File: config.mk
export PLATFORM = sky130hd
export DESIGN_NAME = age_link_station
export DESIGN_NICKNAME = d
export VERILOG_FILES = /design/src/rtl/als_pkg.sv /design/src/rtl/als_payload_store.sv /design/src/rtl/als_link_ctrl.sv /design/src/rtl/age_link_station.sv
export SDC_FILE = /design/constraint.sdc
export NUM_CORES = 1
export LEC_CHECK = 0
export ABC_CLOCK_PERIOD_IN_PS = 4090
export CAP_MARGIN = 20
export CORE_UTILIZATION = 25
export CTS_CLUSTER_SIZE = 8
export DETAILED_ROUTE_END_ITERATION = 7
export PLACE_DENSITY = 0.42
export SLEW_MARGIN = 30
export SYNTH_ARGS = -nofsm -noshare
export SYNTH_HDL_FRONTEND = slang
export SYNTH_SLANG_ARGS = --single-unit
File: constraint.sdc
create_clock -name clk -period 4.09 [get_ports clk]
set_input_delay 0.409 -clock clk [delete_from_list [all_inputs] [get_ports clk]]
set_output_delay 0.409 -clock clk [all_outputs]
set_load 0.03 [all_outputs]
File: src/rtl/als_pkg.sv
package als_pkg;
  typedef enum logic [1:0] {
    OP_IDLE = 2'b00,
    OP_REM  = 2'b01,
    OP_INS  = 2'b10,
    OP_BOTH = 2'b11
  } link_op_e;
endpackage

File: src/rtl/als_payload_store.sv
module als_payload_store #(
  parameter int DEPTH  = 8,
  parameter int DATA_W = 22,
  localparam int IDX_W = $clog2(DEPTH)
) (
  input  logic              clk,
  input  logic              wr_en,
  input  logic [IDX_W-1:0]  wr_idx,
  input  logic [DATA_W-1:0] wr_data,
  input  logic [IDX_W-1:0]  rd_idx,
  output logic [DATA_W-1:0] rd_data
);
  logic [DATA_W-1:0] slot_q [DEPTH];

  // Payload is written once on insert and never moved afterwards.
  always_ff @(posedge clk) begin
    if (wr_en) slot_q[wr_idx] <= wr_data;
  end

  assign rd_data = slot_q[rd_idx];
endmodule

File: src/rtl/als_link_ctrl.sv
module als_link_ctrl
  import als_pkg::*;
#(
  parameter int DEPTH = 8,
  localparam int IDX_W = $clog2(DEPTH),
  localparam int CNT_W = $clog2(DEPTH + 1)
) (
  input  logic             clk,
  input  logic             rst_n,
  input  logic             push,
  input  logic             pop,
  output logic [IDX_W-1:0] ins_idx,
  output logic [IDX_W-1:0] rem_idx,
  output logic [CNT_W-1:0] used_cnt,
  output logic [CNT_W-1:0] free_cnt
);
  logic [IDX_W-1:0] nxt_q [DEPTH];
  logic [IDX_W-1:0] u_head_q, u_tail_q, f_head_q, f_tail_q;
  logic [CNT_W-1:0] u_cnt_q, f_cnt_q;
  link_op_e         op;

  assign op       = link_op_e'({push, pop});
  assign ins_idx  = f_head_q;
  assign rem_idx  = u_head_q;
  assign used_cnt = u_cnt_q;
  assign free_cnt = f_cnt_q;

  // A list becomes empty (before the append) when its only entry leaves this cycle.
  logic used_drains, free_drains;
  assign used_drains = (u_cnt_q == '0) || (pop  && u_cnt_q == CNT_W'(1));
  assign free_drains = (f_cnt_q == '0) || (push && f_cnt_q == CNT_W'(1));

  always_ff @(posedge clk or negedge rst_n) begin
    if (!rst_n) begin
      for (int i = 0; i < DEPTH; i++) nxt_q[i] <= IDX_W'((i + 1) % DEPTH);
      u_head_q <= '0;
      u_tail_q <= '0;
      u_cnt_q  <= '0;
      f_head_q <= '0;
      f_tail_q <= IDX_W'(DEPTH - 1);
      f_cnt_q  <= CNT_W'(DEPTH);
    end else begin
      case (op)
        OP_INS: begin
          f_head_q <= nxt_q[f_head_q];
          if (used_drains) u_head_q <= f_head_q;
          else             nxt_q[u_tail_q] <= f_head_q;
          u_tail_q <= f_head_q;
          u_cnt_q  <= u_cnt_q + CNT_W'(1);
          f_cnt_q  <= f_cnt_q - CNT_W'(1);
        end
        OP_REM: begin
          u_head_q <= nxt_q[u_head_q];
          if (free_drains) f_head_q <= u_head_q;
          else             nxt_q[f_tail_q] <= u_head_q;
          f_tail_q <= u_head_q;
          u_cnt_q  <= u_cnt_q - CNT_W'(1);
          f_cnt_q  <= f_cnt_q + CNT_W'(1);
        end
        OP_BOTH: begin
          // Used side: old head leaves, free head joins at the tail.
          if (used_drains) u_head_q <= f_head_q;
          else begin
            u_head_q        <= nxt_q[u_head_q];
            nxt_q[u_tail_q] <= f_head_q;
          end
          u_tail_q <= f_head_q;
          // Free side: free head leaves, old used head joins at the tail.
          if (free_drains) f_head_q <= u_head_q;
          else begin
            f_head_q        <= nxt_q[f_head_q];
            nxt_q[f_tail_q] <= u_head_q;
          end
          f_tail_q <= u_head_q;
        end
        default: ;
      endcase
    end
  end

  // Checking only: walk both lists and mark which slots each one reaches.
  logic [DEPTH-1:0] on_used, on_free;
  logic             walk_dup;
  always_comb begin
    logic [IDX_W-1:0] pu, pf;
    on_used  = '0;
    on_free  = '0;
    walk_dup = 1'b0;
    pu = u_head_q;
    pf = f_head_q;
    for (int k = 0; k < DEPTH; k++) begin
      if (CNT_W'(k) < u_cnt_q) begin
        if (on_used[pu]) walk_dup = 1'b1;
        on_used[pu] = 1'b1;
        pu = nxt_q[pu];
      end
      if (CNT_W'(k) < f_cnt_q) begin
        if (on_free[pf]) walk_dup = 1'b1;
        on_free[pf] = 1'b1;
        pf = nxt_q[pf];
      end
    end
  end

  a_r8_lengths_sum: assert property (@(posedge clk) disable iff (!rst_n)
    (u_cnt_q + f_cnt_q) == CNT_W'(DEPTH));

  a_r8_lists_partition: assert property (@(posedge clk) disable iff (!rst_n)
    !walk_dup && ((on_used & on_free) == '0) && ((on_used | on_free) == '1));

  a_r8_count_step: assert property (@(posedge clk) disable iff (!rst_n)
    1'b1 |=> u_cnt_q == $past(u_cnt_q) + CNT_W'($past(push)) - CNT_W'($past(pop)));

  a_r9_tail_joins: assert property (@(posedge clk) disable iff (!rst_n)
    push |=> u_tail_q == $past(f_head_q));
endmodule

File: src/rtl/age_link_station.sv
module age_link_station #(
  parameter int DEPTH = 8,
  parameter int TAG_W = 6,
  parameter int UC_W  = 16,
  localparam int CNT_W  = $clog2(DEPTH + 1),
  localparam int IDX_W  = $clog2(DEPTH),
  localparam int DATA_W = TAG_W + UC_W
) (
  input  logic             clk,
  input  logic             rst_n,
  input  logic             in_valid,
  output logic             in_ready,
  input  logic [TAG_W-1:0] in_tag,
  input  logic [UC_W-1:0]  in_uc,
  output logic             out_valid,
  input  logic             out_ready,
  output logic [TAG_W-1:0] out_tag,
  output logic [UC_W-1:0]  out_uc,
  output logic [CNT_W-1:0] occupancy
);
  logic             push, pop;
  logic [IDX_W-1:0] ins_idx, rem_idx;
  logic [CNT_W-1:0] used_cnt, free_cnt;
  logic [DATA_W-1:0] rd_word;

  assign in_ready  = (free_cnt != '0);
  assign out_valid = (used_cnt != '0);
  assign push      = in_valid & in_ready;
  assign pop       = out_valid & out_ready;
  assign occupancy = used_cnt;
  assign {out_tag, out_uc} = rd_word;

  als_link_ctrl #(.DEPTH(DEPTH)) i_links (
    .clk      (clk),
    .rst_n    (rst_n),
    .push     (push),
    .pop      (pop),
    .ins_idx  (ins_idx),
    .rem_idx  (rem_idx),
    .used_cnt (used_cnt),
    .free_cnt (free_cnt)
  );

  als_payload_store #(.DEPTH(DEPTH), .DATA_W(DATA_W)) i_store (
    .clk     (clk),
    .wr_en   (push),
    .wr_idx  (ins_idx),
    .wr_data ({in_tag, in_uc}),
    .rd_idx  (rem_idx),
    .rd_data (rd_word)
  );

  a_r3_offer_holds: assert property (@(posedge clk) disable iff (!rst_n)
    (out_valid && !out_ready) |=> out_valid && $stable(out_tag) && $stable(out_uc));

  a_r7_full_reopens: assert property (@(posedge clk) disable iff (!rst_n)
    (!in_ready && pop) |=> in_ready);

  a_r2_no_overflow: assert property (@(posedge clk) disable iff (!rst_n)
    (!in_ready && !pop) |=> !in_ready && occupancy == CNT_W'(DEPTH));

  a_r5_first_offered: assert property (@(posedge clk) disable iff (!rst_n)
    (!out_valid && push) |=> out_valid && out_tag == $past(in_tag));
endmodule

==> flow_summary.json, run 1 <==
{
  "max_freq_mhz": 286,
  "p_clk_frac": 0.259,
  "setup-tns-final_ns": 0,
  "wl_met3_um": 1440,
  "grt_pass1_wl_um": 44700,
  "initial_core_util": 0.255,
  "crit_type": "flip-flop to flip-flop",
  "power_frac_seq": 0.349,
  "finalCritPeriodShare": 0.855,
  "reg2reg_from": "i_links.used_cnt[0]$_DFFE_PN0P_",
  "die-area_um2": 42800,
  "dp_slack_ns": 0.627,
  "routed_via_density": 4.90,
  "m1WireLength_um": 13000,
  "yosysUniqueCellTypes": 81,
  "clk_root_buffer_cell": "clkbuf_16",
  "dieHeight_um": 207,
  "cts_resized": 0,
  "wl_per_cell_um": 21.2,
  "cp-startpoint": "i_links.used_cnt[0]$_DFFE_PN0P_",
  "crit_path_start_kind": "flip-flop",
  "io_buffers": 53,
  "finClkSkew_ns": 0.0164,
  "worst_pin_slew_ns": 0.879,
  "place.gp.congestion": 0.871,
  "outcome": "finished clean",
  "p_leak_nw": 4.38,
  "syn_nets": 785,
  "top_layer": "met4",
  "setup_viol": 0,
  "cts_buffer_depth": 3,
  "path_max_fanout": 19,
  "syn_avg_cell_area_um2": 14.0,
  "synth_edf_count": 176,
  "r2r_end": "i_links.nxt_q[10]$_DFFE_PN0P_",
  "vias": 6687,
  "r2r_slack_ns": 0.59,
  "grt_pass1_vias": 7025,
  "clk_pin_slew_ns": 0.05,
  "htree_levels": 2,
  "grt_max_degree": 33,
  "ys.flop_type": "edfxtp_1",
  "drc": 0,
  "reg2reg_depth": 12,
  "power.net_switching_mw": 3.78,
  "num_rows": 74,
  "ys_ff_latch": 220,
  "drt_wl_total_um": 28900,
  "clock_latency_ns": 0.51,
  "hold_path_class": "flip-flop to flip-flop",
  "p_comb_frac": 0.392,
  "area_growth_pct": 20.9,
  "numCtsBuffers": 34,
  "first_pass_iters": 7,
  "slew-limit-headroom": 0.414,
  "die_w_um": 207,
  "critPathCapture": "i_links.nxt_q[10]$_DFFE_PN0P_",
  "power.density_nw_per_um2": 784,
  "synth_area_um2": 10500,
  "ant_nets": 0,
  "drive_above_1_share": 0.213,
  "cts_tree": "built",
  "postLayoutCoreUtil": 0.309,
  "dr_wl_met2_um": 13900,
  "slew_violations": 0,
  "worstPathArrival_ns": 3.89,
  "seq_area_frac_synth": 0.610,
  "cts_sinks": 220,
  "cp.required_ns": 4.49,
  "core_um2": 41100,
  "seqCellArea_um2": 6410,
  "worstSetupEndpointType": "flip-flop",
  "hold_viol_final": 0,
  "cts_setup_buffers": 0,
  "swShare": 0.380,
  "drt_iter0_markers": 448,
  "fin_crit_ns": 3.50,
  "multiInputGateArea_um2": 3790,
  "intPower_mw": 6.18,
  "n_antenna_cell": 0,
  "nNetsFinal": 852,
  "dp_hpwl_um": 18300,
  "synthCells": 749,
  "cp_slowest_cell": "dfrtp_1",
  "cp_common_cell": "ha_1",
  "drv_cap": 0,
  "async_reset_ff_frac": 0.200,
  "rsz0062_at_grt": "false",
  "cp_slowest_stage_delay_ns": 0.44,
  "fin_ws_ns": 0.594,
  "gr-total-overflow": 0,
  "synth_warnings": 0,
  "pin_count": 54,
  "antenna_found_initial": 0,
  "ir_drop_mv": 0.320,
  "track_usage": 0.141,
  "path_cells": "inv_1, ha_1, or3b_4, nand2_4, inv_2, buf_4, ha_1, or2_2, o21a_1, a311oi_2, o21ai_1, a22o_1",
  "nFillCells": 4178
}
## timing repair
| item | CTS | global route |
|---|---|---|
| endpoints found under the hold margin | 18 | 0 |
| setup endpoints to repair | 0 | 0 |
| hold buffers | 1 | 0 |
## synthesized netlist by cell type, types with 15 or more instances
| master | n | area share |
|---|---|---|
| dfrtp_1 | 28 | 0.067 |
| inv_1 | 19 | 0.0068 |
| dfstp_2 | 16 | 0.040 |
| buf_2 | 15 | 0.0071 |
| nand2_1 | 116 | 0.041 |
| o21ai_0 | 23 | 0.011 |
| a21oi_1 | 26 | 0.012 |
| clkbuf_1 | 22 | 0.0079 |
| mux4_2 | 56 | 0.12 |
| edfxtp_1 | 176 | 0.50 |
| nand3_1 | 15 | 0.0071 |
| nor2_1 | 24 | 0.0086 |
## routing by layer
layer  track usage  vias to the layer above
li1              -                     3045
met1         0.188                     3433
met2         0.232                      164
met3        0.0268                       45
met4        0.0420                        0
met5             0                        -
## through the flow
stage / instance area, µm² / hold slack, ns / power [mW] / std cells
final: 12700 / 0.484 / 9.96 / 1366
after global routing: 12700 / 0.506 / 10.6 / 1366
after CTS: 12700 / 0.487 / 10.1 / 1366
after detailed placement: 11700 / 0.478 / 7.49 / 1311
after global placement: 11700 / 0.479 / 7.53 / 1311
after floorplan: 10500 / 0.113 / 6.03 / 749
## critical path, delay by kind of cell, from the launching register on
kind | cells | cell delay [ns]
AOI/OAI and AO/OA | 4 | 0.87
buffers and inverters | 3 | 0.39
DFF | 1 | 0.44
and+or+nand+nor | 3 | 1.05
adders and majority gates | 2 | 0.61
## cells in the final DEF (no fill, tap or decap), types with 4 or more instances in the layout
cell type,count
a211o_1,6
o21ai_1,14
o22ai_1,6
or3b_1,4
inv_1,19
clkinv_1,4
buf_4,25
clkbuf_1,12
o21ai_0,23
ha_1,10
a31oi_1,9
xnor2_1,6
nor3_1,7
a22oi_1,10
mux2i_1,4
a22o_1,8
nor3_2,4
and3_1,11
a21o_1,5
nand2_1,116
nand3_1,15
a21oi_1,26
o211ai_1,13
dfstp_2,16
mux4_2,56
clkdlybuf4s50_1,52
clkbuf_16,35
edfxtp_1,176
dfrtp_1,26
nor2_1,21
## cell type report
class / count / share of cell area
sequential: 220 / 0.505
multi-input combinational: 458 / 0.298
clock buffer: 49 / 0.0747
timing repair buffer: 81 / 0.0601
tap: 532 / 0.0524
inverter: 21 / 0.00621
clock inverter: 5 / 0.00345
## cells by family after synthesis
kind of cell               after synthesis  share of synthesized area
muxes                                   63                      0.127
DFF                                    220                      0.610
xor gates and xnor gates                 8                    0.00667
and+or+nand+nor                        219                      0.101
buffers and inverters                   71                     0.0329
adders and majority gates               10                     0.0119
AOI/OAI and AO/OA                      158                      0.110
## power groups by stage
stage | sequential, mW | combinational (mW) | clock, mW
after floorplan | 3.18 | 2.85 | 0
after global placement | 3.54 | 3.99 | 0
after CTS | 3.49 | 3.98 | 2.68
final | 3.48 | 3.91 | 2.58
after global routing | 3.56 | 4.25 | 2.75
after detailed placement | 3.53 | 3.95 | 0
## state kept, by name (all words and copies together) (netlist names)
name              cells
i_links.nxt_q        24
i_links.u_tail_q      3
i_links.free_cnt      4
i_links.used_cnt      4
i_links.f_tail_q      3
i_links.ins_idx       3
i_store.slot_q      176
i_links.rem_idx       3
## how the worst min path moves through the flow
stage | start | to | slack, ns | cells past startpoint
after global placement | i_links.nxt_q[19]$_DFFE_PN1P_ | i_links.nxt_q[19]$_DFFE_PN1P_ | 0.48 | 2
after CTS | i_links.nxt_q[19]$_DFFE_PN1P_ | i_links.nxt_q[19]$_DFFE_PN1P_ | 0.49 | 2
after floorplan | rst_n | i_links.free_cnt[0]$_DFFE_PN0P_ | 0.11 | 0
after detailed placement | i_links.nxt_q[19]$_DFFE_PN1P_ | i_links.nxt_q[19]$_DFFE_PN1P_ | 0.48 | 2
after global routing | i_links.nxt_q[19]$_DFFE_PN1P_ | i_links.nxt_q[19]$_DFFE_PN1P_ | 0.51 | 2
final | i_links.nxt_q[19]$_DFFE_PN1P_ | i_links.nxt_q[19]$_DFFE_PN1P_ | 0.48 | 2
Note: power is estimated with default switching activity, not from simulation.
==> run 2: changes to the inputs <==
Settings changed: ABC_CLOCK_PERIOD_IN_PS 4090 to 4400, GPL_TIMING_DRIVEN set to 0.
Clock period 4.09 ns to 4.4 ns, I/O delays scaled along.
==> flow_summary.json, run 2 (synthesis gave the netlist of run 1 again) <==
{
  "cp_slowest_stage_delay_ns": 0.69,
  "cts_tree": "built",
  "nNetsFinal": 901,
  "first_pass_iters": 8,
  "wl_per_cell_um": 21.6,
  "finalCritPeriodShare": 0.861,
  "max_freq_mhz": 264,
  "die-area_um2": 42800,
  "outcome": "finished clean",
  "crit_family": "buffers and inverters",
  "placed_cell_area_um2": 12000,
  "final_common_cell": "edfxtp_1",
  "ir_drop_mv": 0.472,
  "grt_pass1_vias": 6958,
  "top_register": "i_store.slot_q",
  "hold_path_class": "input port to asynchronous set/reset pin",
  "multiInputGateArea_um2": 3800,
  "clock_latency_ns": 0.53,
  "antenna_found_initial": 0,
  "slew_violations": 0,
  "hold_viol_final": 0,
  "die_w_um": 207,
  "htree_levels": 2,
  "gr-total-overflow": 0,
  "grt_pass1_wl_um": 45900,
  "fin_crit_ns": 3.79,
  "path_max_fanout": 10,
  "r2r_slack_ns": 0.66,
  "vias": 6888,
  "cts_sinks": 220,
  "numCtsBuffers": 34,
  "postLayoutCoreUtil": 0.317,
  "power.density_nw_per_um2": 727,
  "cp_slowest_cell": "clkdlybuf4s50_1",
  "io_buffers": 53,
  "initial_core_util": 0.255,
  "clk_root_buffer_cell": "clkbuf_16",
  "cp.required_ns": 3.96,
  "n_antenna_cell": 0,
  "drive_above_1_share": 0.229,
  "final_cell_mix": "edfxtp_1 (176), nand2_1 (116), mux4_2 (56), clkdlybuf4s50_1 (52)",
  "ant_nets": 0,
  "p_leak_nw": 4.55,
  "routed_via_density": 4.87,
  "fin_ws_ns": 0.612,
  "cts_buffer_depth": 3,
  "nFillCells": 4138,
  "final_cell_area_um2": 13000,
  "setup_viol": 0,
  "drc": 0,
  "slew-limit-headroom": 0.399,
  "largest_register_ffs": 176,
  "core_um2": 41100,
  "crit_path_start_kind": "flip-flop",
  "drt_wl_total_um": 30500,
  "drt_iter0_markers": 576,
  "dp_slack_ns": 0.726,
  "seqCellArea_um2": 6410,
  "pin_count": 54,
  "worstSetupEndpointType": "output port",
  "top_regs": "i_store.slot_q: 176 flops, i_links.nxt_q: 24 flops",
  "grt_max_degree": 45,
  "worstPathArrival_ns": 3.35,
  "clk_pin_slew_ns": 0.06,
  "power_mw": 9.47,
  "num_rows": 74,
  "dieHeight_um": 207,
  "rsz0062_at_grt": "false",
  "crit_type": "flip-flop to output port",
  "setup-tns-final_ns": 0,
  "crit_buf_inv": 4,
  "place.gp.congestion": 0.871,
  "drv_cap": 0,
  "dp_hpwl_um": 21200,
  "finClkSkew_ns": 0.0200,
  "area_growth_pct": 24.0,
  "worst_pin_slew_ns": 0.893,
  "path_cells": "inv_1, clkbuf_1, clkbuf_1, nand2_1, nand2_1, clkdlybuf4s50_1",
  "track_usage": 0.147
}
==> run 2: tightest hold or removal path, delay by kind of cell <==
family,cells,cell delay (ns)
buf+inv,3,0.89
==> run 2: per-stage QoR <==
stage	hold WS (ns)	cells
floorplan	0.144	749
CTS	0.431	1414
global placement	0.485	1334
finish	0.441	1414
detailed placement	0.437	1360
global route	0.462	1414
==> run 2: path summary, 6_finish.rpt <==
check,from,endpoint,depth (start not counted)
worst max-delay path,i_links.rem_idx[2]$_DFFE_PN0P_,out_uc[3],6
worst min-delay path,rst_n,i_links.used_cnt[3]$_DFFE_PN0P_,3
worst min register to register,i_links.nxt_q[19]$_DFFE_PN1P_,i_links.nxt_q[19]$_DFFE_PN1P_,2
max in group asynchronous,rst_n,i_links.nxt_q[14]$_DFFE_PN1P_,3
min in group clk,i_links.nxt_q[19]$_DFFE_PN1P_,i_links.nxt_q[19]$_DFFE_PN1P_,2
worst max register to register,i_links.free_cnt[1]$_DFFE_PN0P_,i_links.nxt_q[5]$_DFFE_PN1P_,13
==> run 2: layout make-up <==
| type | count | share of cell area |
|---|---|---|
| inverters | 21 | 0.00605 |
| plain buffers | 50 | 0.0205 |
| repair buffers | 80 | 0.0628 |
| clock buffers | 48 | 0.0709 |
| clock inverters | 5 | 0.00528 |
| flip-flops and latches | 220 | 0.492 |
| multi-input cells | 458 | 0.292 |
| well taps | 532 | 0.0511 |
==> run 2: per-layer routing <==
layer / up-vias / GRT usage / routed length, µm
li1: 3149 / - / -
met1: 3511 / 0.205 / 14300
met2: 185 / 0.229 / 13900
met3: 43 / 0.0355 / 1790
met4: 0 / 0.0391 / 531
met5: - / 0 / 0
==> run 2: repair_timing <==
| action | CTS | global route |
|---|---|---|
| setup buffers | 0 | 0 |
| gates resized for setup | 0 | 0 |
| endpoints found under the hold margin | 28 | 0 |
| hold buffers | 1 | 0 |
==> run 2: power by group <==
group / internal (mW) / total (mW) / leakage [nW] / switching, mW
clock network: 1.46 / 2.41 / 0.481 / 0.947
registers: 2.71 / 3.00 / 2.11 / 0.288
logic: 1.64 / 4.07 / 1.96 / 2.43
total: 5.81 / 9.47 / 4.55 / 3.66
==> run 3: changes to the inputs <==
Settings changed: ABC_CLOCK_PERIOD_IN_PS 4400 to not set.
==> results of run 3 <==
Final layout, timing and power as in run 2 (identical DEF).
